### src/rtl/oam_dma_pkg.sv
package oam_dma_pkg;
    localparam int ADDR_W = 16;
    localparam int PAGE_W = 8;
    localparam int LOW_W  = ADDR_W - PAGE_W;

    typedef struct packed {
        logic              busy;
        logic [PAGE_W-1:0] page;
    } oam_ctl_t;
endpackage

### src/rtl/oam_page_gate.sv
module oam_page_gate
    import oam_dma_pkg::*;
#(
    parameter logic [PAGE_W-1:0] LEGACY_LO = 8'h80,
    parameter logic [PAGE_W-1:0] EXT_LO    = 8'h00,
    parameter logic [PAGE_W-1:0] WIN_HI    = 8'hDF
) (
    input  logic [PAGE_W-1:0] page,
    input  logic              ext_mode,
    output logic              page_ok
);
    logic [PAGE_W-1:0] lo_bound;

    always_comb begin
        lo_bound = ext_mode ? EXT_LO : LEGACY_LO;
        page_ok  = (page >= lo_bound) && (page <= WIN_HI);
    end
endmodule

### src/rtl/oam_offset_ctr.sv
module oam_offset_ctr #(
    parameter int XFER_LEN = 160,
    localparam int OFS_W   = $clog2(XFER_LEN)
) (
    input  logic             clk,
    input  logic             rst_n,
    input  logic             start,
    input  logic             run,
    output logic [OFS_W-1:0] ofs,
    output logic             last
);
    localparam logic [OFS_W-1:0] LAST_OFS = OFS_W'(XFER_LEN - 1);

    logic [OFS_W-1:0] ofs_d, ofs_q;

    always_comb begin
        ofs_d = ofs_q;
        if (start) begin
            ofs_d = '0;
        end else if (run && ofs_q != LAST_OFS) begin
            ofs_d = ofs_q + 1'b1;
        end
    end

    always_ff @(posedge clk or negedge rst_n) begin
        if (!rst_n) begin
            ofs_q <= '0;
        end else begin
            ofs_q <= ofs_d;
        end
    end

    assign ofs  = ofs_q;
    assign last = (ofs_q == LAST_OFS);
endmodule

### src/rtl/oam_copy_engine.sv
module oam_copy_engine
    import oam_dma_pkg::*;
#(
    parameter int                XFER_LEN  = 160,
    parameter logic [PAGE_W-1:0] DST_PAGE  = 8'hFE,
    parameter logic [PAGE_W-1:0] LEGACY_LO = 8'h80,
    parameter logic [PAGE_W-1:0] EXT_LO    = 8'h00,
    parameter logic [PAGE_W-1:0] WIN_HI    = 8'hDF
) (
    input  logic              clk,
    input  logic              rst_n,
    input  logic              cfg_wr,
    input  logic [7:0]        cfg_page,
    input  logic              ext_mode,
    output logic              busy,
    output logic              src_rd_en,
    output logic [ADDR_W-1:0] src_addr,
    input  logic [7:0]        src_rd_data,
    output logic              dst_wr_en,
    output logic [ADDR_W-1:0] dst_addr,
    output logic [7:0]        dst_wr_data
);
    localparam int OFS_W = $clog2(XFER_LEN);

    oam_ctl_t         ctl_d, ctl_q;
    logic             page_ok;
    logic             accept;
    logic [OFS_W-1:0] ofs;
    logic             ofs_last;
    logic [LOW_W-1:0] low_byte;

    oam_page_gate #(
        .LEGACY_LO (LEGACY_LO),
        .EXT_LO    (EXT_LO),
        .WIN_HI    (WIN_HI)
    ) gate_i (
        .page     (cfg_page),
        .ext_mode (ext_mode),
        .page_ok  (page_ok)
    );

    assign accept = cfg_wr && page_ok;

    oam_offset_ctr #(
        .XFER_LEN (XFER_LEN)
    ) ctr_i (
        .clk   (clk),
        .rst_n (rst_n),
        .start (accept),
        .run   (ctl_q.busy),
        .ofs   (ofs),
        .last  (ofs_last)
    );

    always_comb begin
        ctl_d = ctl_q;
        if (accept) begin
            ctl_d.busy = 1'b1;
            ctl_d.page = cfg_page;
        end else if (ctl_q.busy && ofs_last) begin
            ctl_d.busy = 1'b0;
        end
    end

    always_ff @(posedge clk or negedge rst_n) begin
        if (!rst_n) begin
            ctl_q <= '0;
        end else begin
            ctl_q <= ctl_d;
        end
    end

    assign low_byte    = LOW_W'(ofs);
    assign busy        = ctl_q.busy;
    assign src_rd_en   = ctl_q.busy;
    assign dst_wr_en   = ctl_q.busy;
    assign src_addr    = {ctl_q.page, low_byte};
    assign dst_addr    = {DST_PAGE, low_byte};
    assign dst_wr_data = src_rd_data;
endmodule

### config.mk
export PLATFORM = sky130hd
export DESIGN_NAME = oam_copy_engine
export DESIGN_NICKNAME = d
export VERILOG_FILES = /design/src/rtl/oam_dma_pkg.sv /design/src/rtl/oam_page_gate.sv /design/src/rtl/oam_offset_ctr.sv /design/src/rtl/oam_copy_engine.sv
export SDC_FILE = /design/constraint.sdc
export NUM_CORES = 1
export LEC_CHECK = 0
export BUFFER_PORTS_ARGS = -buffer_cell sky130_fd_sc_hd__buf_4
export CORE_ASPECT_RATIO = 1.5
export CORE_MARGIN = 8
export CORE_UTILIZATION = 50
export DETAILED_ROUTE_END_ITERATION = 8
export PLACE_DENSITY_LB_ADDON = 0.2
export SETUP_SLACK_MARGIN = 0.05
export SLEW_MARGIN = 10
export SYNTH_ARGS = -nofsm -noshare
export SYNTH_HDL_FRONTEND = slang
export SYNTH_SLANG_ARGS = --single-unit
### constraint.sdc
create_clock -name clk -period 3.4 [get_ports clk]
set_input_delay 0 -clock clk [delete_from_list [all_inputs] [get_ports clk]]
set_output_delay 0 -clock clk [all_outputs]
set_load 0.05 [all_outputs]
; Word level (Yosys, flattened, before mapping)
; Index checks and enable logic that the tools add are counted.
[word_totals]
input_bits = 20
regBits = 17
mem_bits_ro = 0
mem_bits_rw = 0
memories = 0
latchBits = 0
[classes]
muxes = 5
magnitude_cmp = 2
n_addsub = 1
div_mod_pow = 0
eq_ne = 2
reduce_logical = 6
bitwise = 0
shift = 0
n_mul = 0
[ops]
columns = cell, count
row1 = 8-bit 2-to-1 mux, 3
row2 = 8-bit by 1-bit adder with 8-bit output (second input constant), 1
row3 = 8-bit == test (second input constant), 1
row4 = 8-bit >= comparator, 1
row5 = 8-bit <= comparator (second input constant), 1
row6 = 8-bit inequality test (second input constant), 1
row7 = 1-bit logical AND, 4
row8 = 2-bit nonzero test, 2
row9 = 1-bit 2-to-1 mux, 2

; Depth between registers and ports, before layout
; Gate-level depths: netlist (run 1).
[depth]
depth_word = 5
ltp_mapped = 7
depth_no_buf = 5

; By module
; Synthesis (run 1) repeated with hierarchy kept, for this count alone.
[hier_totals]
cells_unflattened = 100
area_unflattened_um2 = 1064.8
[modules_own_cells]
columns = mod, cells_each, area_each_um2, n_inst
row1 = oam_copy_engine, 49, 571.8, 1
row2 = oam_offset_ctr, 44, 437.9, 1
row3 = oam_page_gate, 7, 55.1, 1

; Least setup slack after synthesis (run 1)
; No wires, ideal clock.
[synth_path]
path_kind = reg-to-reg
startpoint = register ctr_i.ofs_q[0], in the netlist ctr_i.ofs[0]
endpoint = register ctr_i.ofs_q[6], in the netlist ctr_i.ofs[6]
setup_slack_ps = 1648
period_less_slack_ps = 1752
arrival_time_ps = 1665
setup_time_ps = 87
path_buffers = 0
path_stages_with_launch = 5
cell_sequence = dfrtp_1 -> ha_1 -> nand4_1 -> or3_1 -> a22oi_1
[synth_via]
elab_chain_len = 3
word_cells_on_any_way = 6
classes_between = add/sub: 1 / eq/ne: 1 / mux: 2 / reduce/logical: 2
[synth_lines]
columns = item, line_no
row1 = from (decl), oam_offset_ctr.sv:14  ; logic [OFS_W-1:0] ofs_d, ofs_q;
row2 = from (signal assigned), oam_offset_ctr.sv:29  ; ofs_q <= ofs_d;
row3 = 8-bit by 1-bit adder with 8-bit output or 8-bit inequality test (tied branches), "oam_offset_ctr.sv:21, oam_offset_ctr.sv:20"
row4 = 8-bit 2-to-1 mux or 1-bit logical AND (tied branches), oam_offset_ctr.sv:20  ; end else if (run && ofs_q != LAST_OFS) begin
row5 = 8-bit 2-to-1 mux or 2-bit nonzero test (tied branches), --
; Several ways; a longest one is shown, not always the timed one. The select of a mux whose other input is x is not followed.
; A chain may end at the register's enable or synchronous reset.

; Worst setup path after layout (run 1)
[layout_path]
startpoint = register ctr_i.ofs_q[0], in the netlist ctr_i.ofs[0]
endpoint = register ctr_i.ofs_q[5], in the netlist ctr_i.ofs[5]
; Same word-level chain as after synthesis.

==> impl_results.md, run 1 <==
* Status: complete, no violations
* Clock root cell: clkbuf_8
* Synth Register Bits at 17
* CP peak stage delay at around 440 ps
* Tmin final at 1560 ps
* Largest delay contributor family on the critical path: compound AO/OA/AOI/OAI gates
* Synth Warn # at 0
* Final worst-path cycle share at 0.459
* Placed Cells at between 200 and 250
* First-pass DRT Iterations at 4
* Nets@finish at slightly below 200
* Comb power frac at 0.440
* Initial antenna violation count at 0
* Post-synth top flop: dfrtp_1
* Post_cts resized at 0
* Clock slew at reported path FFs at around 70 ps
* Htree depth at 1
* # rows at 23
* CP Cell Sequence: ha_1 > and4_1 > a2111o_1 > a22oi_1
* Die Y at between 80 and 90 microns
* DRC violations left at 0
* Worst slew margin at 0.515
* Slowest CP cell: dfrtp_1
* Largest cells by area after synthesis: dfrtp_1 (31%), buf_4 (14%), nand2b_1 (5.9%)
* Worst Skew at a little under 0.7 ps
* # IOs at 63
* Overall routing resource usage at 0.151
* Max_cap viols at 0
* # setup viols final at 0
* Fmax at roughly 0.64 GHz
* Starting Density at 0.520
* Synth async-reset ratio at 1.00
* Crit Path Category: reg2reg
* Number of inserted diodes at 0
* Remaining antenna violation count after routing at 0
* Sequential share of power at 0.358
* RSZ-0062 raised after global routing: false
* Syn Std Cell Area at about 1400 sq um
* Final hold vios at 0
* Most frequent cells in the layout: buf_4 (38), dfrtp_1 (17), nand2_1 (13), nand2b_1 (13), nand4_1 (10)
* CP arrival at roughly 1700 ps
* Core ar. at between 2000 and 3000 sq um
* Synth Area per Inst at 8.72 sq um
* Slew Viols, Final at 0
* Worst-path fanout max at 7
* Worst Hold Class: in2out
* Initial drt markers at 35
* Commonest non-fill, non-tap cell in the layout: buf_4
* Grt total ovfl at 0
* Seq/Total Area, Yosys at 0.309
* EDFF count, synth at 0
* Pin count of the biggest net entering global routing at 19
* IO buf count at 38
* Via count at roughly 1200
* WP buf/inv at 0
* Total power at roughly 0.74 mW
* Peak VDD IR at 0.233 mV
* HP Start: src_rd_data[7]
* Dpl hpwl at 2640 microns
* Routed wire per std cell at about 17 microns
* Die area at 4730 sq um
* Switching portion of total power at 0.446
* Vias per inst at 5.86
* Pwr/cell area at 484 nW/um^2
* Clk sinks at 17
* Leak at about 0.66 nW
* Total routed wirelength at 3450 microns
* Crit path capture type: flop
* Startpoint Class: flop
* Sw power at between 0.3 and 0.4 mW
* CP Launch Point: ctr_i.ofs[0]
* Layout Cells excl Fill at about 210
* Clock share of power at 0.201
* Vias in the first global route at approximately 1300
* Required time worst endpoint at approximately 3600 ps
* Worst r2r src: ctr_i.ofs[0]
* CTS tree: yes
* Post-synthesis instance total at around 160
* Slew at the pin closest to its max-slew limit at between 700 and 800 ps
* Placer Congestion at about 0.87
* Layout cell share with drive strength beyond 1 at 0.281
* Area grow syn2layout at 11.4%
* Skew-Pair Late Insertion Delay at about 240 ps
* Num CTS Buffers at 3
* First-pass GRT wire length at ~5700 microns
* Die Wd at 58.9 microns
* Max clock buf depth at 2
* Yosys top cell by area: dfrtp_1
* Number of library cell types mapped by synthesis at between 40 and 50
* Total negative setup slack at 0 ps
* Internal power at roughly 0.41 mW
* Synth top area share at 0.309
what timing repair did:
| action | 4_1_cts | 5_1_grt |
|---|---|---|
| hold buffers | 1 | 0 |
| endpoints found under the hold margin | 17 | 0 |
| setup buffers | 0 | 0 |
worst register-to-register path, stage by stage, from the launching register on:
cell	delay [ps]
dfrtp_1	440
ha_1	280
and4_1	260
a2111o_1	370
a22oi_1	130
power by group through the flow:
stage / registers (mW) / logic [mW] / clock network (mW)
floorplan: 0.358 / 0.186 / 0
global placement: 0.268 / 0.325 / 0
detailed placement: 0.270 / 0.328 / 0
CTS: 0.266 / 0.329 / 0.154
global route: 0.272 / 0.345 / 0.165
finish: 0.266 / 0.327 / 0.150
registers in the layout (all words and copies together), names as in the netlist:
| register | flops |
|---|---|
| src_addr | 8 |
| busy | 1 |
| ctr_i.ofs | 8 |
through the flow:
step / hold slack (ps) / utilization / setup slack [ps] / area (sq um)
CTS: 0.341 / 0.579 / 1830 / 1530
global placement: -118 / 0.559 / 1890 / 1480
floorplan: -296 / - / 1650 / 1400
global route: 0.281 / 0.579 / 1670 / 1530
finish: 0.109 / 0.579 / 1840 / 1530
detailed placement: -117 / 0.559 / 1850 / 1480
logic make-up after synthesis:
family          share of synthesized area
simple gates                        0.262
buf+inv                             0.192
compound gates                      0.213
flops                               0.309
fa+ha+maj                          0.0182
other cells                       0.00545
worst paths after layout:
kind                       cells past startpoint              to  slack, ps
setup / recovery                               4    ctr_i.ofs[5]       1840
hold / removal                                 0  dst_wr_data[7]        0.1
setup reg to reg                               4    ctr_i.ofs[5]       1840
hold reg to reg                                2     src_addr[8]        590
max in group asynchronous                      2    src_addr[14]       3050
min in group asynchronous                      2    ctr_i.ofs[7]        150
routing by layer:
layer	vias to the layer above	global-route usage	wire length, microns
li1	583	-	-
met1	582	0.152	1310
met2	46	0.265	1830
met3	8	0.0463	234
met4	0	0.0865	70
met5	-	0	0
layout make-up:
type,count,area (sq um)
fillers,255,1110
repair buffers,39,295
flip-flops and latches,17,425
inverters,3,11.3
multi-input cells,108,711
well taps,37,46.3
clock buffers,4,45.0
cells in the mapped netlist (2+ instances only):
| cell type | number |
|---|---|
| buf_2 | 3 |
| dfrtp_1 | 17 |
| o311a_1 | 5 |
| or3_1 | 2 |
| nand2b_1 | 13 |
| nand3_1 | 2 |
| o221ai_1 | 3 |
| nor2b_1 | 2 |
| o21ai_0 | 6 |
| a32oi_1 | 2 |
| nand2_1 | 13 |
| a22oi_1 | 3 |
| conb_1 | 2 |
| nand4_1 | 10 |
| ha_1 | 2 |
| o211ai_1 | 6 |
| and4_1 | 2 |
| nor3_1 | 6 |
| inv_1 | 3 |
| buf_4 | 26 |
| or2_2 | 3 |
| a21oi_1 | 4 |
| clkbuf_1 | 4 |
| buf_6 | 2 |
Note: power is estimated with default switching activity, not from simulation.
==> run 2: changes to the inputs <==
--- a/config.mk
+++ b/config.mk
@@ -8,7 +8,7 @@
 export BUFFER_PORTS_ARGS = -buffer_cell sky130_fd_sc_hd__buf_4
 export CORE_ASPECT_RATIO = 1.5
 export CORE_MARGIN = 8
-export CORE_UTILIZATION = 50
+export CORE_UTILIZATION = 42
 export DETAILED_ROUTE_END_ITERATION = 8
 export PLACE_DENSITY_LB_ADDON = 0.2
 export SETUP_SLACK_MARGIN = 0.05
==> constraint.sdc (replaced) <==
create_clock -name clk -period 1.3 [get_ports clk]
set_input_delay 0 -clock clk [delete_from_list [all_inputs] [get_ports clk]]
set_output_delay 0 -clock clk [all_outputs]
set_load 0.05 [all_outputs]
==> run 2 against run 1 <==
  * The run now ends with setup timing left
  * Global-route usage decreased by 0.30 points
  * Clock-buffer cell count is 1 lower
  * Flip-flop and latch count unchanged
  * Cell count up 15%
  * Final area is 20% higher
  * Combinational power grew to 3.1 times the previous value
  * First-iteration DRC count increased by 34%
  * Worst hold slack hardly changed
  * Utilization rose by 0.56 points
  * Critical endpoint unchanged
  * Largest power group unchanged
==> impl_results.md, run 2 (synthesis results as in run 1) <==
* Initial drt markers at 47 (+34%)
* Sw power at 0.930 mW (+180%)
* Nets@finish at 222 (+14%)
* First-pass DRT Iterations at 4 (unchanged)
* Via count at 1366 (+12%)
* Internal power at 1.18 mW (+190%)
* Routed wire per std cell at 16.5 microns (-0.35%)
* Area grow syn2layout at 34.2%
* Die Wd at 62.8 microns (+6.6%)
* Crit path capture type: flop
* Die area at 5410 sq um (+14%)
* Required time worst endpoint at 1470 ps (-2100 ps)
* Clock root cell: clkbuf_8
* Worst setup margin at -91.3 ps (-1930 ps)
* Num CTS Buffers at 3 (unchanged)
* Status: complete, but fails checks
* Overall routing resource usage at 0.148 (-0.00303)
* Worst r2r src: ctr_i.ofs[1]
* First-pass GRT wire length at 6720 microns (+18%)
* Slew Viols, Final at 0 (unchanged)
* Vias in the first global route at 1475 (+16%)
* Sequential share of power at 0.333 (-0.025)
* HP Start: src_rd_data[4]
* Clock slew at reported path FFs at 70 ps (about the same)
* Final worst-path cycle share at 1.07 (+0.611)
* Startpoint Class: flop
* CP Launch Point: ctr_i.ofs[1]
* Dpl hpwl at 3010 microns (+14%)
* CP arrival at 1560 ps (-170 ps)
* Commonest non-fill, non-tap cell in the layout: buf_4
* Comb power frac at 0.474 (+0.034)
* IO buf count at 38 (unchanged)
* Pin count of the biggest net entering global routing at 19 (unchanged)
* Skew-Pair Late Insertion Delay at 250 ps (about the same)
* Worst Skew at 1.57 ps (+0.894 ps)
* Peak VDD IR at 0.685 mV (+190%)
* Crit Path Category: reg2reg
* # rows at 25 (+8.7%)
* Clk sinks at 17 (unchanged)
* Total routed wirelength at 3950 microns (+15%)
* Fmax at 0.719 GHz (+12%)
* Tmin final at 1390 ps (-170 ps)
* Pre-CTS setup slack at -129 ps (-1980 ps)
* Fill cells at 295 (+16%)
* Max clock buf depth at 2 (unchanged)
* Worst Hold Class: in2out
* Placer Congestion at 0.861 (-1.6%)
* Max_cap viols at 0 (unchanged)
* Htree depth at 1 (unchanged)
* Grt total ovfl at 0 (unchanged)
* Most frequent cells in the layout: buf_4 (64), nand2_1 (13), nand2b_1 (13), nand4_1 (10), dfrtp_2 (9)
* Seq. cell area at 437 sq um (+2.6%)
* Vias per inst at 5.72 (-2.5%)
* Pwr/cell area at 1140 nW/um^2 (+140%)
* CTS tree: yes
* Switching portion of total power at 0.442 (-0.00464)
* Initial antenna violation count at 0 (unchanged)
* DRC violations left at 0 (unchanged)
* Worst-path fanout max at 4 (-3)
* Multi-input logic area at 791 sq um (+11%)
* RSZ-0062 raised after global routing: true
* Core ar. at 3160 sq um (+19%)
* Clock share of power at 0.193 (-0.008)
* Remaining antenna violation count after routing at 0 (unchanged)
* Starting Density at 0.436 (-0.0843)
* Violated checks: setup timing
* Die Y at 86.1 microns (+7.3%)
* Hold slack at 0.0220 ps (-0.0866 ps)
* Leak at 0.809 nW (+22%)
* Number of inserted diodes at 0 (unchanged)
* # setup viols final at 6 (+6)
* # IOs at 63 (unchanged)
* Layout cell share with drive strength beyond 1 at 0.503 (+0.222)
* Final hold vios at 0 (unchanged)
run 2: critical path, stage by stage (launching register included):
cell and delay [ps]:
dfrtp_2 440, ha_4 170, and4_4 200, a2111o_1 370, a22oi_2 130
run 2: metrics by stage:
stage          cells  TNS [ps]   util  power [mW]  instance area, sq um
2_1_floorplan    164      -835      -        1.46                  1470
3_3_place_gp     231      -918  0.547        1.67                  1730
3_5_place_dp     231     -1220  0.547        1.68                  1730
4_1_cts          238      -264  0.572        2.10                  1810
5_1_grt          239      -836  0.585        2.22                  1850
6_report         239      -253  0.585        2.11                  1850
run 2: worst paths after layout:
path,endpoint,slack (ps),cells past startpoint
max,ctr_i.ofs[5],-90,4
min,dst_wr_data[4],0.02,0
max reg2reg,ctr_i.ofs[5],-90,4
min reg2reg,src_addr[11],590,2
max in group asynchronous,ctr_i.ofs[7],940,2
min in group asynchronous,ctr_i.ofs[3],150,2
run 2: final cells by class:
type | instances | share of cell area
clock buffer | 3 | 0.0223
clock inverter | 1 | 0.00271
sequential | 17 | 0.236
timing repair buffer | 67 | 0.278
multi-input combinational | 108 | 0.428
inverter | 3 | 0.00609
tap | 40 | 0.0271
run 2: power by group through the flow:
stage | registers, mW | clock network, mW | logic [mW]
2_1_floorplan | 0.952 | 0 | 0.505
3_3_place_gp | 0.703 | 0 | 0.966
3_5_place_dp | 0.707 | 0 | 0.973
4_1_cts | 0.698 | 0.416 | 0.983
5_1_grt | 0.713 | 0.435 | 1.07
6_report | 0.701 | 0.406 | 0.998
run 2: repair_timing:
item                                   4_1_cts  5_1_grt
buffers inserted                             2        1
endpoints found under the hold margin       17        0
resized for setup                            4        8
pin swaps                                    4        5
gates cloned                                 0        0
hold buffers                                 1        0
setup endpoints to repair                    8        9
run 2: layer usage:
layer,routed length (microns),track usage
met5,0,0
met3,253,0.0417
met1,1490,0.148
met2,2150,0.274
met4,62,0.0708
==> run 3: changes to the inputs <==
--- a/config.mk
+++ b/config.mk
@@ -6,9 +6,11 @@
 export NUM_CORES = 1
 export LEC_CHECK = 0
 export BUFFER_PORTS_ARGS = -buffer_cell sky130_fd_sc_hd__buf_4
+export CELL_PAD_IN_SITES_DETAIL_PLACEMENT = 1
+export CELL_PAD_IN_SITES_GLOBAL_PLACEMENT = 2
 export CORE_ASPECT_RATIO = 1.5
 export CORE_MARGIN = 8
-export CORE_UTILIZATION = 42
+export CORE_UTILIZATION = 26
 export DETAILED_ROUTE_END_ITERATION = 8
 export PLACE_DENSITY_LB_ADDON = 0.2
 export SETUP_SLACK_MARGIN = 0.05
==> constraint.sdc (replaced) <==
create_clock -name clk -period 1.6 [get_ports clk]
set_input_delay 0 -clock clk [delete_from_list [all_inputs] [get_ports clk]]
set_output_delay 0 -clock clk [all_outputs]
set_load 0.05 [all_outputs]
==> run 3 against run 2 <==
  * The flow now finishes without violations
  * Clock skew increased by 3.8 ps
  * Die area grew 47%
  * Via count is 8.9% lower
  * Global-route usage down 3.9 points
  * Non-clock buffer count shrank 17
  * Final area is 8.3% lower
  * Routed wire length increased by 7.2%
  * Utilization is 25 points lower
  * Worst setup slack better by 210 ps
  * Combinational power shrank 27%
  * Largest cell class unchanged
  * Largest power group unchanged
  * Highest routed layer unchanged
==> impl_results.md, run 3 (synthesis results as in run 1) <==
* Hold slack at 0.0220 ps (-0.0000128 ps)
* # IOs at 63 (unchanged)
* Die Wd at 75.4 microns (+20%)
* FF-to-FF setup slack at 120 ps (+210 ps)
* Nets@finish at 205 (-7.7%)
* Remaining antenna violation count after routing at 0 (unchanged)
* Routed wire per std cell at 16.9 microns (+2.5%)
* Clk sinks at 17 (unchanged)
* Initial antenna violation count at 0 (unchanged)
* Overall routing resource usage at 0.109 (-0.0392)
* Fmax at 0.675 GHz (-6.1%)
* Worst-path fanout max at 6 (+2)
* Pwr/cell area at 972 nW/um^2 (-15%)
* GR Layer Usage met2 at 0.191 (-0.0832)
* Area grow syn2layout at 23.0%
* Crit path capture type: flop
* Commonest non-fill, non-tap cell in the layout: buf_4
* RSZ-0062 raised after global routing: true
* Switching portion of total power at 0.451 (+0.00950)
* Vias in the first global route at 1389 (-5.8%)
* Pre-CTS setup slack at 60.2 ps (+190 ps)
* Grt total ovfl at 0 (unchanged)
* Comb power frac at 0.445 (-0.029)
* Clock slew at reported path FFs at 70 ps (about the same)
* Max clock buf depth at 2 (unchanged)
* First-pass DRT Iterations at 4 (unchanged)
* Vias per inst at 4.98 (-13%)
* Htree depth at 1 (unchanged)
* Clock share of power at 0.204 (+0.011)
* Dpl hpwl at 3310 microns (+10%)
* Initial drt markers at 53 (+13%)
* Final worst-path cycle share at 0.926 (-0.144)
* IO buf count at 38 (unchanged)
* Peak VDD IR at 0.329 mV (-52%)
* Final hold vios at 0 (unchanged)
* Total negative setup slack at 0 ps (+253 ps)
* Layout cell share with drive strength beyond 1 at 0.374 (-0.129)
* Tmin final at 1480 ps (+90.0 ps)
* Worst Hold Class: in2out
* Placer Congestion at 0.780 (-9.4%)
* Num CTS Buffers at 3 (unchanged)
* Total routed wirelength at 4230 microns (+7.2%)
* Required time worst endpoint at 1770 ps (+300 ps)
* Util after Layout at 0.331 (-0.254)
* Core ar. at 5120 sq um (+62%)
* CP arrival at 1650 ps (+90 ps)
* Most frequent cells in the layout: buf_4 (48), nand2_1 (13), nand2b_1 (13), nand4_1 (10), dfrtp_1 (10)
* Worst Skew at 5.42 ps (+3.84 ps)
* # rows at 32 (+28%)
* Status: complete, no violations
* Sw power at 0.743 mW (-20%)
* Die area at 7930 sq um (+47%)
* Starting Density at 0.269 (-0.167)
* DRC violations left at 0 (unchanged)
* Number of inserted diodes at 0 (unchanged)
* Pin count of the biggest net entering global routing at 19 (unchanged)
* Total power at 1.65 mW (-22%)
* First-pass GRT wire length at 6910 microns (+2.9%)
* Startpoint Class: flop
* Leak at 0.715 nW (-12%)
* Grt met1 use at 0.117 (-0.0302)
* Max_cap viols at 0 (unchanged)
* Skew-Pair Late Insertion Delay at 250 ps (about the same)
* Crit Path Category: reg2reg
* Most used routing layer: met2
* Die Y at 105 microns (+22%)
* Clock root cell: clkbuf_8
* Sequential share of power at 0.351 (+0.018)
* Internal power at 0.904 mW (-23%)
* # setup viols final at 0 (-6)
* Met3 usage at 0.0364 (-0.00536)
* Worst setup margin at 119 ps (+210 ps)
* Slew Viols, Final at 0 (unchanged)
* CTS tree: yes
* Via count at 1245 (-8.9%)
## run 3: cell count changes in the layout (fill, tap and decap cells not counted), sizes merged
cell	previous run	this run
buf	66	49
clkbuf	3	4
clkinv	1	0
## run 3: area by class of cell
class,instances,area (sq um)
Fill cell,641,3430
Multi-Input combinational cell,108,728
Sequential cell,17,434
Timing Repair Buffer,50,390
Tap cell,68,85.1
Clock buffer,4,45.0
Inverter,3,11.3
## run 3: critical path, stage by stage, from the launching register on
cell      delay [ps]
dfrtp_2          450
ha_4             190
and4_1           250
a2111o_1         370
a22oi_1          130
## run 3: power groups by stage
stage               combinational (mW)  clock [mW]  sequential [mW]
finish                           0.732       0.336            0.578
global route                     0.783       0.372            0.591
CTS                              0.728       0.352            0.582
detailed placement               0.727           0            0.590
global placement                 0.717           0            0.588
floorplan                        0.402           0            0.771
## run 3: worst paths after layout
path | start | endpoint | cells after the start
max | ctr_i.ofs[0] | ctr_i.ofs[5] | 4
min | src_rd_data[4] | dst_wr_data[4] | 0
max reg2reg | ctr_i.ofs[0] | ctr_i.ofs[5] | 4
min reg2reg | src_addr[12] | src_addr[12] | 2
max in group asynchronous | rst_n | ctr_i.ofs[6] | 2
min in group asynchronous | rst_n | ctr_i.ofs[0] | 2
## run 3: routing by layer
metal,vias up,part of all wire,wire [microns]
met2,46,0.53,2250
met3,6,0.078,332
met5,-,0,0
li1,601,-,-
met4,0,0.0083,35
met1,592,0.38,1620
## run 3: what timing repair did
action	4_1_cts	5_1_grt
hold endpoints to repair	17	0
resized for setup	0	1
hold buffers	1	0
endpoints found under the setup margin	0	2
setup buffers	0	2
## run 3: metrics by stage
step | instance area [sq um] | cells
after floorplan | 1420 | 164
after global placement | 1620 | 243
after CTS | 1670 | 248
after global routing | 1690 | 250
after detailed placement | 1620 | 243
final | 1690 | 250
